$ cat src/rtl/wpb_pkg.sv
package wpb_pkg;
    // Width of a register select field for the chosen encoding.
    function automatic int wpb_selw(input bit onehot, input int nregs);
        int w;
        if (onehot) begin
            w = nregs;
        end else begin
            w = (nregs > 1) ? $clog2(nregs) : 1;
        end
        return w;
    endfunction
endpackage

$ cat src/rtl/wpb_sel_decode.sv
module wpb_sel_decode import wpb_pkg::*; #(
    parameter int NREGS  = 8,
    parameter bit ONEHOT = 1'b0,
    parameter int SELW   = wpb_selw(ONEHOT, NREGS)
) (
    input  logic             en,
    input  logic [SELW-1:0]  sel,
    output logic [NREGS-1:0] vec
);
    generate
        if (ONEHOT) begin : g_onehot
            // Vector passes through, gated by the enable.
            always_comb begin
                vec = en ? sel : '0;
            end
        end else begin : g_binary
            // Index compare per bit; safe for non power-of-two sizes.
            always_comb begin
                for (int i = 0; i < NREGS; i++) begin
                    vec[i] = en && (sel == SELW'(i));
                end
            end
        end
    endgenerate
endmodule

$ cat src/rtl/wpb_unit_intent.sv
module wpb_unit_intent #(
    parameter int NREGS = 8
) (
    input  logic             clk,
    input  logic             rst_n,
    input  logic             issue,
    input  logic             wrflag,
    input  logic [NREGS-1:0] dst_vec,
    input  logic             busy,
    input  logic             done,
    input  logic             res_ok,
    output logic [NREGS-1:0] orphan_clr
);
    typedef struct packed {
        logic             intent;
        logic [NREGS-1:0] dst;
    } intent_t;

    intent_t s_d, s_q;

    always_comb begin
        s_d = s_q;
        if (!busy) begin
            s_d.intent = 1'b0;
        end
        if (issue) begin
            s_d.intent = wrflag;
            s_d.dst    = dst_vec;
        end
        orphan_clr = (done && s_q.intent && !res_ok) ? s_q.dst : '0;
    end

    always_ff @(posedge clk or negedge rst_n) begin
        if (!rst_n) begin
            s_q <= '0;
        end else begin
            s_q <= s_d;
        end
    end
endmodule

$ cat src/rtl/wr_pending_board.sv
module wr_pending_board import wpb_pkg::*; #(
    parameter int NREGS  = 8,
    parameter int N_UNIT = 2,
    parameter int N_CHK  = 2,
    parameter bit ONEHOT = 1'b0,
    parameter int SELW   = wpb_selw(ONEHOT, NREGS)
) (
    input  logic                    clk,
    input  logic                    rst_n,
    input  logic [N_UNIT-1:0]       iss_go,
    input  logic [N_UNIT-1:0]       iss_wr,
    input  logic [N_UNIT*SELW-1:0]  iss_dst,
    input  logic [N_UNIT-1:0]       unit_busy,
    input  logic [N_UNIT-1:0]       unit_done,
    input  logic [N_UNIT-1:0]       unit_res_ok,
    input  logic [N_UNIT-1:0]       wb_grant,
    input  logic [N_UNIT*SELW-1:0]  wb_dst,
    input  logic                    chk_active,
    input  logic [N_CHK-1:0]        chk_rd,
    input  logic [N_CHK*SELW-1:0]   chk_src,
    output logic                    hazard_o
);
    typedef struct packed {
        logic [NREGS-1:0] pend;
    } board_t;

    board_t b_d, b_q;

    logic [NREGS-1:0] set_vec    [N_UNIT];
    logic [NREGS-1:0] wb_vec     [N_UNIT];
    logic [NREGS-1:0] orphan_vec [N_UNIT];
    logic [NREGS-1:0] chk_vec    [N_CHK];
    logic [NREGS-1:0] set_all, clr_all, chk_all;
    logic [NREGS-1:0] pend_q;

    // Per-unit set / release paths.
    generate
        for (genvar u = 0; u < N_UNIT; u++) begin : g_unit
            wpb_sel_decode #(.NREGS(NREGS), .ONEHOT(ONEHOT), .SELW(SELW)) u_set_dec (
                .en  (iss_go[u] & iss_wr[u]),
                .sel (iss_dst[u*SELW +: SELW]),
                .vec (set_vec[u])
            );
            wpb_sel_decode #(.NREGS(NREGS), .ONEHOT(ONEHOT), .SELW(SELW)) u_wb_dec (
                .en  (wb_grant[u]),
                .sel (wb_dst[u*SELW +: SELW]),
                .vec (wb_vec[u])
            );
            // The set vector is zero when no write is promised, which is
            // exactly when the latched destination is never used.
            wpb_unit_intent #(.NREGS(NREGS)) u_intent (
                .clk        (clk),
                .rst_n      (rst_n),
                .issue      (iss_go[u]),
                .wrflag     (iss_wr[u]),
                .dst_vec    (set_vec[u]),
                .busy       (unit_busy[u]),
                .done       (unit_done[u]),
                .res_ok     (unit_res_ok[u]),
                .orphan_clr (orphan_vec[u])
            );
        end
        for (genvar k = 0; k < N_CHK; k++) begin : g_chk
            wpb_sel_decode #(.NREGS(NREGS), .ONEHOT(ONEHOT), .SELW(SELW)) u_chk_dec (
                .en  (chk_active & chk_rd[k]),
                .sel (chk_src[k*SELW +: SELW]),
                .vec (chk_vec[k])
            );
        end
    endgenerate

    always_comb begin
        set_all = '0;
        clr_all = '0;
        chk_all = '0;
        for (int u = 0; u < N_UNIT; u++) begin
            set_all = set_all | set_vec[u];
            clr_all = clr_all | wb_vec[u] | orphan_vec[u];
        end
        for (int k = 0; k < N_CHK; k++) begin
            chk_all = chk_all | chk_vec[k];
        end
        // Set is applied after clear so a same-edge new write survives.
        b_d.pend = (b_q.pend & ~clr_all) | set_all;
        hazard_o = |(b_q.pend & chk_all);
    end

    always_ff @(posedge clk or negedge rst_n) begin
        if (!rst_n) begin
            b_q <= '0;
        end else begin
            b_q <= b_d;
        end
    end

    assign pend_q = b_q.pend;
endmodule

$ cat config.mk
export PLATFORM = sky130hd
export DESIGN_NAME = wr_pending_board
export DESIGN_NICKNAME = d
export VERILOG_FILES = /design/src/rtl/wpb_pkg.sv /design/src/rtl/wpb_sel_decode.sv /design/src/rtl/wpb_unit_intent.sv /design/src/rtl/wr_pending_board.sv
export SDC_FILE = /design/constraint.sdc
export NUM_CORES = 1
export LEC_CHECK = 0
export ABC_AREA = 1
export BUFFER_PORTS_ARGS = -buffer_cell sky130_fd_sc_hd__buf_2
export CAP_MARGIN = 20
export CORE_MARGIN = 2
export CORE_UTILIZATION = 60
export CTS_BUF_LIST = sky130_fd_sc_hd__clkbuf_2
export DETAILED_ROUTE_END_ITERATION = 7
export MAX_ROUTING_LAYER = met4
export PLACE_DENSITY = 0.87
export SLEW_MARGIN = 0
export SYNTH_ARGS = -nofsm -noshare
export SYNTH_HDL_FRONTEND = slang
export SYNTH_SLANG_ARGS = --single-unit
$ cat constraint.sdc
create_clock -name clk -period 1.3 [get_ports clk]
set_input_delay 0.26 -clock clk [delete_from_list [all_inputs] [get_ports clk]]
set_output_delay 0.26 -clock clk [all_outputs]
set_load 0.01 [all_outputs]
# Yosys cells after proc, flatten, opt, wreduce, memory -nomap -nowiden
# Cells that the tools add are included.
[totals]
ff_bits = 26
latchBits = 0
ram_bits = 0
romBits = 0
in_bits = 35
output_inout_bits = 1
wordCells = 129
memories = 0
[op_classes]
n_addsub = 0
multipliers = 0
div = 0
order_cmp = 0
eq_ne = 44
shifts = 0
n_mux = 6
n_bitwise = 13
reduce_logical = 61
[op_table]
columns = ["op", "count"]
rows = [
  ["== test 3 bit (second input constant)", 24],
  ["logical AND 1 bit", 52],
  ["OR 8 bit", 6],
  ["== test 3 x 2 -> 1 bit (second input constant)", 12],
  ["== test 3 x 1 -> 1 bit (second input constant)", 6],
  ["logical NOT 3 bit", 6],
  ["two-way mux 9 bit", 2],
  ["AND 8 bit", 2],
  ["two-way mux 8 bit", 2],
  ["inverter 8 bit", 1],
  ["OR reduction 8 bit", 1],
  ["AND 1 bit", 4],
  ["inequality test 2 bit (second input constant)", 2],
  ["logical NOT 1 bit", 2],
  ["two-way mux 1 bit", 2],
]

# Depth between registers and ports, before layout
# Gate-level depths: netlist of run 1.
[logic_depth]
ltp_word = 9
depth_mapped = 8
ltp_nobuf = 8

# By module
# A second synthesis of run 1 with hierarchy kept.
[hier_totals]
hier_cells = 270
area_unflattened_um2 = 1675.4
[modules_own_cells]
columns = ["module", "n_inst", "cells_each", "area_each_um2", "seq_area_each_um2"]
rows = [
  ["wpb_unit_intent", 2, 49, 417.9, 225.2],
  ["wr_pending_board", 1, 70, 456.7, 200.2],
  ["wpb_sel_decode", 6, 17, 63.8, 0.0],
]

# Worst setup path after synthesis of run 1
# No wires, ideal clock.
[synth_path]
kind = "input-to-output"
from = "in chk_rd[1]"
to = "out hazard_o"
arrival_ns = 0.792
required_time_ns = 1.040
slack_ns = 0.248
path_stages = 8
cell_sequence = "nand2_1 > nor2_2 > nand2_1 > nand2_1 > nand2_1 > nand2_1 > nor2_1 > nand2_1"
[synth_via]
elab_chain_cells = 5
word_cells_on_any_way = 12
classes_between = "bitwise: 3; reduce/logical: 9"
[synth_rtl]
columns = ["item", "line", "text"]
rows = [
  ["start: declaration", "wr_pending_board.sv:19", "input logic [N_CHK-1:0] chk_rd,"],
  ["AND 1 bit (*)", "wr_pending_board.sv:65", ".en (chk_active & chk_rd[k]),"],
  ["logical AND 1 bit", "wpb_sel_decode.sv:20", "vec[i] = en && (sel == SELW'(i));"],
  ["OR 8 bit (*)", "wr_pending_board.sv:81", "chk_all = chk_all | chk_vec[k];"],
  ["AND 8 bit (*)", "wr_pending_board.sv:85", "hazard_o = |(b_q.pend & chk_all);"],
  ["OR reduction 8 bit (*)", "wr_pending_board.sv:85", ""],
  ["end: declaration", "wr_pending_board.sv:21", "output logic hazard_o"],
]
# Mark *: on every way between the ends. The rest lies on a longest branch, timed or not.

# Worst setup path in the final report of run 1
[layout_path]
from = "reg b_q[1] (netlist name)"
to = "out hazard_o"
[layout_via]
elab_chain_cells = 2
[layout_rtl]
columns = ["item", "line", "text"]
rows = [
  ["start: declaration", "wr_pending_board.sv:27", "board_t b_d, b_q;"],
  ["start signal: assignment", "wr_pending_board.sv:90", "b_q <= '0;"],
  ["start signal: assignment", "wr_pending_board.sv:92", "b_q <= b_d;"],
  ["AND 8 bit", "wr_pending_board.sv:85", ""],
  ["OR reduction 8 bit", "wr_pending_board.sv:85", ""],
]
# Every way passes these cells.

==> impl_metrics.toml, run 1 <==
[route]
drt_iter0_drc = 96
vias_per_cell = 5.05
wl_per_cell_microns = 11.5
dr.pass1.iters = 4
ant_nets = 0
drc = 0
vias = 1626
wl_mm = 3.69

[critical_path]
endpoint = "hazard_o"
reg2regPathDepth = 5
cp-end-kind = "output port"
r2r-start = "g_unit[1].u_intent.s_q[8]$_DFFE_PN0P_"
crit_path_start_kind = "flop"
critPathLaunch = "b_q[1]$_DFF_PN0_"
cp.arrival_ns = 1.22
reg2reg_slack_ns = 0.13
critPathKind = "reg2out"
critPathMaxFanout = 2
required_ns = 1.04
worst_r2r_endpoint = "b_q[2]$_DFF_PN0_"

[die]
start_util_pct = 64.5
die_h_microns = 56.1
dieArea_sq_um = 3150
core_sq_um = 2520
die_x_microns = 56.1
row_count = 18
num_io_pins = 36

[yosys]
ys.flop_type = "dfrtp_1"
ys_warn_count = 0
yosys-top-cells-area = "dfrtp_1 (40%), nand2_1 (20%), inv_1 (11%), nor2_1 (7.8%), o21ai_0 (6.1%)"
ys_seq_area_share_pct = 40.0
synth_top_cell_area_share_pct = 40.0
synth_fp_nets = 286
syn_area_sq_um = 1630
avgSynthCellArea_sq_um = 6.49
synth.most_common_cell = "nand2_1"
synth-seq-cells = 26
synth.cells.most_frequent = "nand2_1 (85), inv_1 (46), nor2_1 (34)"
synth_area_leader_cell = "dfrtp_1"
netlist_instances = 251
yosysUniqueCellTypes = 15
synth_edf_count = 0
synthArstFlopShare_pct = 100

[sta]
setup_ws_ns = -0.185
period_share_pct = 114
maxSlewHeadroom_pct = 62.4
clock.fmax_ghz = 0.673
worst_pin_slew_ns = 0.563
setup_violations = 1
hold_viol_final = 0
holdWs_ns = 0.0985
slew_violations = 0
setup-tns-final_ns = -0.185
skew_ns = 0.00322
grt_setup_unrepaired = "yes"
fin_crit_ns = 1.48

[grt]
grt_pass1_wl_mm = 6.37
grt_use_total_pct = 26.5
gr-total-overflow = 0
grt_pass1_vias = 1551
grt_antenna_before_repair = 0
grt_max_degree = 27

[placed_design]
place_congestion = 0.955
dp.cells = 316
portBuffers = 35
placed_cell_area_sq_um = 1830
hpwl_mm = 2.95
place_ws_ns = -0.000996

[power_and_ir_drop]
p_leak_nw = 1.03
p_clk_share_pct = 19.7
p_sw_w = 0.000511
intPower_w = 0.00109
p_seq_share_pct = 57.8
power_frac_comb_pct = 22.5
vdd_drop_max_uv = 854
p_sw_share_pct = 31.9
pwr_density_cell_nw_per_um2 = 855

[run_status]
status = "finished, violations left"
failed_checks = "setup timing"

[cts]
clock_sinks = 26
clkSlewWorstSetupHoldPaths_ns = 0.24
cts_made_buffers = 3
clock_latency_ns = 0.36
cts-root-buf = "clkbuf_2"
cts_tree = "yes"
htree_levels = 1
cts.path.max_buffers = 2

[worst_hold_path]
hold_path_class = "in2reg"

[cells_and_area]
layout.nets = 328
syn2layout_area_growth_pct = 15.0
fillerInstances = 226
drive_gt1_share_pct = 19.2
diodes = 0
design_area_sq_um = 1870
stdcell_count = 322

[run]
maxCapViolCount = 0
[cells in the final DEF, fill, tap and decap left out]
cell type	instances
nand2_1	85
o21ai_1	4
nor2_2	7
dlygate4sd3_1	1
o21ai_0	20
nor2_4	2
clkbuf_2	3
inv_1	46
inv_2	2
clkinv_1	1
nor2_1	33
nor3_1	2
buf_4	3
nand3b_1	2
buf_2	35
dfrtp_1	26
nand3_1	16
nand2_4	2
nor3_2	2
[power by group through the flow]
| stage | Clock, W | Combinational, W | Sequential, W |
|---|---|---|---|
| 6_report | 0.000314 | 0.000360 | 0.000925 |
| 5_1_grt | 0.000341 | 0.000418 | 0.000931 |
| 4_1_cts | 0.000311 | 0.000357 | 0.000923 |
| 3_5_place_dp | 0 | 0.000343 | 0.000939 |
| 3_3_place_gp | 0 | 0.000332 | 0.000937 |
| 2_1_floorplan | 0 | 0.000205 | 0.000923 |
[area by class of cell]
| class | instances | area, sq um | area share [%] |
|---|---|---|---|
| Timing Repair Buffer | 39 | 208 | 11.1 |
| Multi-Input combinational cell | 175 | 777 | 41.5 |
| Clock inverter | 1 | 3.75 | 0.201 |
| Sequential cell | 26 | 651 | 34.8 |
| Clock buffer | 3 | 15.0 | 0.802 |
| Tap cell | 30 | 37.5 | 2.01 |
| Inverter | 48 | 180 | 9.63 |
[worst max-delay path, cell delays in order, from the launching register on]
cell and delay (ns):
dfrtp_1 0.44, nand2_1 0.08, nand2_1 0.07, nor2_2 0.09
nand2_1 0.05, buf_2 0.13
[per-layer routing]
| metal | wire length (microns) | GRT usage, % |
|---|---|---|
| met3 | 197 | 2.09 |
| met1 | 1610 | 31.3 |
| met5 | 0 | - |
| met4 | 70 | 9.18 |
| met2 | 1810 | 47.2 |
[flip-flops by register name, indices dropped and copies added, names as in the netlist]
signal,count
g_unit.u_intent.s_q,18
b_q,8
[what timing repair did]
| action | 4_1_cts | 5_1_grt |
|---|---|---|
| hold buffers | 1 | 0 |
| pin swaps | 1 | 0 |
| setup endpoints to repair | 1 | 1 |
| endpoints found under the hold margin | 26 | 0 |
| setup buffers | 1 | 0 |
| resized for setup | 0 | 1 |
[per-stage QoR]
stage,power (W),utilization [%]
floorplan,0.00113,-
global placement,0.00127,72.7
detailed placement,0.00128,72.7
CTS,0.00159,74.1
global route,0.00169,74.2
finish,0.00160,74.2
[logic make-up after synthesis]
| family | share of synthesized area (%) |
|---|---|
| buf+inv | 12.5 |
| simple gates | 40.2 |
| compound gates | 7.38 |
| flops | 40.0 |
[worst min-delay path by stage]
| stage | start | slack (ns) | end | depth (start not counted) |
|---|---|---|---|---|
| final | unit_busy[1] | 0.1 | g_unit[1].u_intent.s_q[8]$_DFFE_PN0P_ | 3 |
| after global routing | unit_busy[0] | 0.08 | g_unit[0].u_intent.s_q[8]$_DFFE_PN0P_ | 3 |
| after floorplan | rst_n | -0.04 | b_q[0]$_DFF_PN0_ | 0 |
| after global placement | rst_n | 0.28 | g_unit[0].u_intent.s_q[7]$_DFFE_PN0P_ | 1 |
| after CTS | unit_busy[1] | 0.10 | g_unit[1].u_intent.s_q[8]$_DFFE_PN0P_ | 3 |
| after detailed placement | rst_n | 0.29 | b_q[7]$_DFF_PN0_ | 1 |
No activity file was read; power rests on OpenSTA's default activity.
==> run 2, diff against run 1 <==
CORE_UTILIZATION = 56   (was 60)
MAX_ROUTING_LAYER = not set   (was met4)
PLACE_DENSITY = 0.82   (was 0.87)
SETUP_SLACK_MARGIN = 0.02   (was not set)
clock period = 1.5 ns   (was 1.3 ns; I/O delays follow)
==> run 2 against run 1 <==
Against the previous run: the flow still finishes with violations (setup timing); cell count rose by 0.62%; clock power fell by 21%; non-clock buffer count rose by 1; utilization is 6.1 points lower; worst hold slack better by 0.076 ns; worst setup slack improved by 0.18 ns; combinational power shrank 9.7%; wire length fell by 7.0%; sequential power down 13%; critical path depth unchanged; sequential cell count unchanged; sequential share of layout area fell by 0.12 points; critical path type unchanged; critical endpoint unchanged; largest power group unchanged.
==> impl_metrics.toml, run 2 (same netlist as run 1, synthesis figures left out) <==
[die]
row_count = 19
die_x_microns = 57.9
dieArea_sq_um = 3350
core_sq_um = 2760
start_util_pct = 59.0
num_io_pins = 36
die_h_microns = 57.9

[run_status]
failed_checks = "setup timing"
status = "finished, violations left"

[cts]
cts_made_buffers = 3
clock_latency_ns = 0.33
htree_levels = 1
clock_sinks = 26
ctsResizeCount = 0
clkSlewWorstSetupHoldPaths_ns = 0.22
cts-root-buf = "clkbuf_2"
cts.path.max_buffers = 2
cts_tree = "yes"

[sta]
fin_crit_ns = 1.51
grt_setup_unrepaired = "yes"
clock.fmax_ghz = 0.664
worst_pin_slew_ns = 0.548
maxSlewHeadroom_pct = 63.5
setup_violations = 1
skew_ns = 0.00456
setup_ws_ns = -0.00661
period_share_pct = 100
slew_violations = 0
hold_viol_final = 0

[cells_and_area]
final_util_pct = 68.1
largest_reg_flops = 18
reg_top3 = "g_unit.u_intent.s_q (18), b_q (8)"
largest-register = "g_unit.u_intent.s_q"
layout.nets = 329
drive_gt1_share_pct = 19.1
diodes = 0
final_cell_mix = "nand2_1 (85), inv_1 (46), buf_2 (35)"
design_area_sq_um = 1880
syn2layout_area_growth_pct = 15.4
final_common_cell = "nand2_1"

[placed_design]
hpwl_mm = 2.86
placed_cell_area_sq_um = 1820
place_congestion = 0.900
portBuffers = 35

[run]
maxCapViolCount = 0

[grt]
grt_max_degree = 27
grt_use_total_pct = 22.3
grt_pass1_wl_mm = 5.75
grt_pass1_vias = 1401
grt_antenna_before_repair = 0
gr-total-overflow = 0

[power_and_ir_drop]
vdd_drop_max_uv = 653
pwr_density_cell_nw_per_um2 = 731
p_leak_nw = 1.04

[critical_path]
required_ns = 1.20
critPathMaxFanout = 2
critPathKind = "reg2out"
crit_path_start_kind = "flop"
cp.arrival_ns = 1.21
cp-end-kind = "output port"
reg2regPathDepth = 5

[route]
dr.pass1.iters = 5
wl_per_cell_microns = 10.6
drc = 0
ant_nets = 0
vias_per_cell = 4.97
vias = 1609
wl_mm = 3.44
drt_iter0_drc = 87

[worst_hold_path]
hold_path_class = "in2reg"
min_path_cells = 3
==> run 2: cell types whose count changed in the layout (fill, tap and decap cells not counted) <==
cell    delta
nor2_2     -1
buf_4      +1
nor2_1     +1
==> run 2: final timing paths <==
| check | start | end | slack [ns] |
|---|---|---|---|
| min | unit_busy[0] | g_unit[0].u_intent.s_q[8]$_DFFE_PN0P_ | 0.17 |
| max in group asynchronous | rst_n | g_unit[1].u_intent.s_q[5]$_DFFE_PN0P_ | 0.69 |
| min reg2reg | g_unit[0].u_intent.s_q[0]$_DFFE_PN0P_ | g_unit[0].u_intent.s_q[0]$_DFFE_PN0P_ | 0.53 |
| max | b_q[3]$_DFF_PN0_ | hazard_o | -0.007 |
| max reg2reg | g_unit[1].u_intent.s_q[8]$_DFFE_PN0P_ | b_q[7]$_DFF_PN0_ | 0.38 |
| min in group asynchronous | rst_n | g_unit[1].u_intent.s_q[6]$_DFFE_PN0P_ | 0.44 |
==> run 2: worst max-delay path: stages (launching register included) <==
cell and delay, ns:
dfrtp_1 0.44, nand2_1 0.07, nand2_1 0.05, nor2_1 0.11, nand2_1 0.07, buf_2 0.14
==> run 2: area by class of cell <==
class                      count  area, sq um
clock buffer                   3         15.0
clock inverter                 1         3.75
fill                         255          880
inverter                      48          180
multi-input combinational    175          774
sequential                    26          651
tap                           31         38.8
timing repair buffer          40          215
==> run 2: metrics by stage <==
stage / worst slack [ns] / std cells / hold slack (ns) / TNS (ns) / power [W]
6_report: -0.00661 / 324 / 0.174 / -0.00661 / 0.00137
5_1_grt: -0.0900 / 324 / 0.155 / -0.0900 / 0.00145
4_1_cts: 0.0236 / 323 / 0.170 / 0 / 0.00137
3_5_place_dp: 0.0896 / 315 / 0.315 / 0 / 0.00110
3_3_place_gp: 0.133 / 315 / 0.316 / 0 / 0.00110
2_1_floorplan: 0.368 / 251 / 0.00441 / 0 / 0.000977
==> run 2: where the power goes <==
part           internal (W)  total [W]  switching [W]
Clock             0.0000580   0.000247       0.000190
Sequential         0.000765   0.000801      0.0000363
Combinational      0.000136   0.000325       0.000189
Total              0.000959    0.00137       0.000414
==> run 2: repair_timing <==
item / in CTS / in global routing
endpoints found under the hold margin: 26 / 0
hold buffers: 1 / 0
pin swaps: 1 / 5
buffers inserted: 3 / 1
setup endpoints to repair: 1 / 1
==> run 2: per-layer routing <==
layer | vias to the layer above | global-route usage, % | wire [microns] | part of all wire [%]
met5 | - | 0 | 0 | 0
met4 | 0 | 5.98 | 42 | 1.2
met3 | 6 | 2.01 | 143 | 4.2
met2 | 43 | 39.6 | 1700 | 49
met1 | 722 | 29.3 | 1550 | 45
li1 | 838 | - | - | -
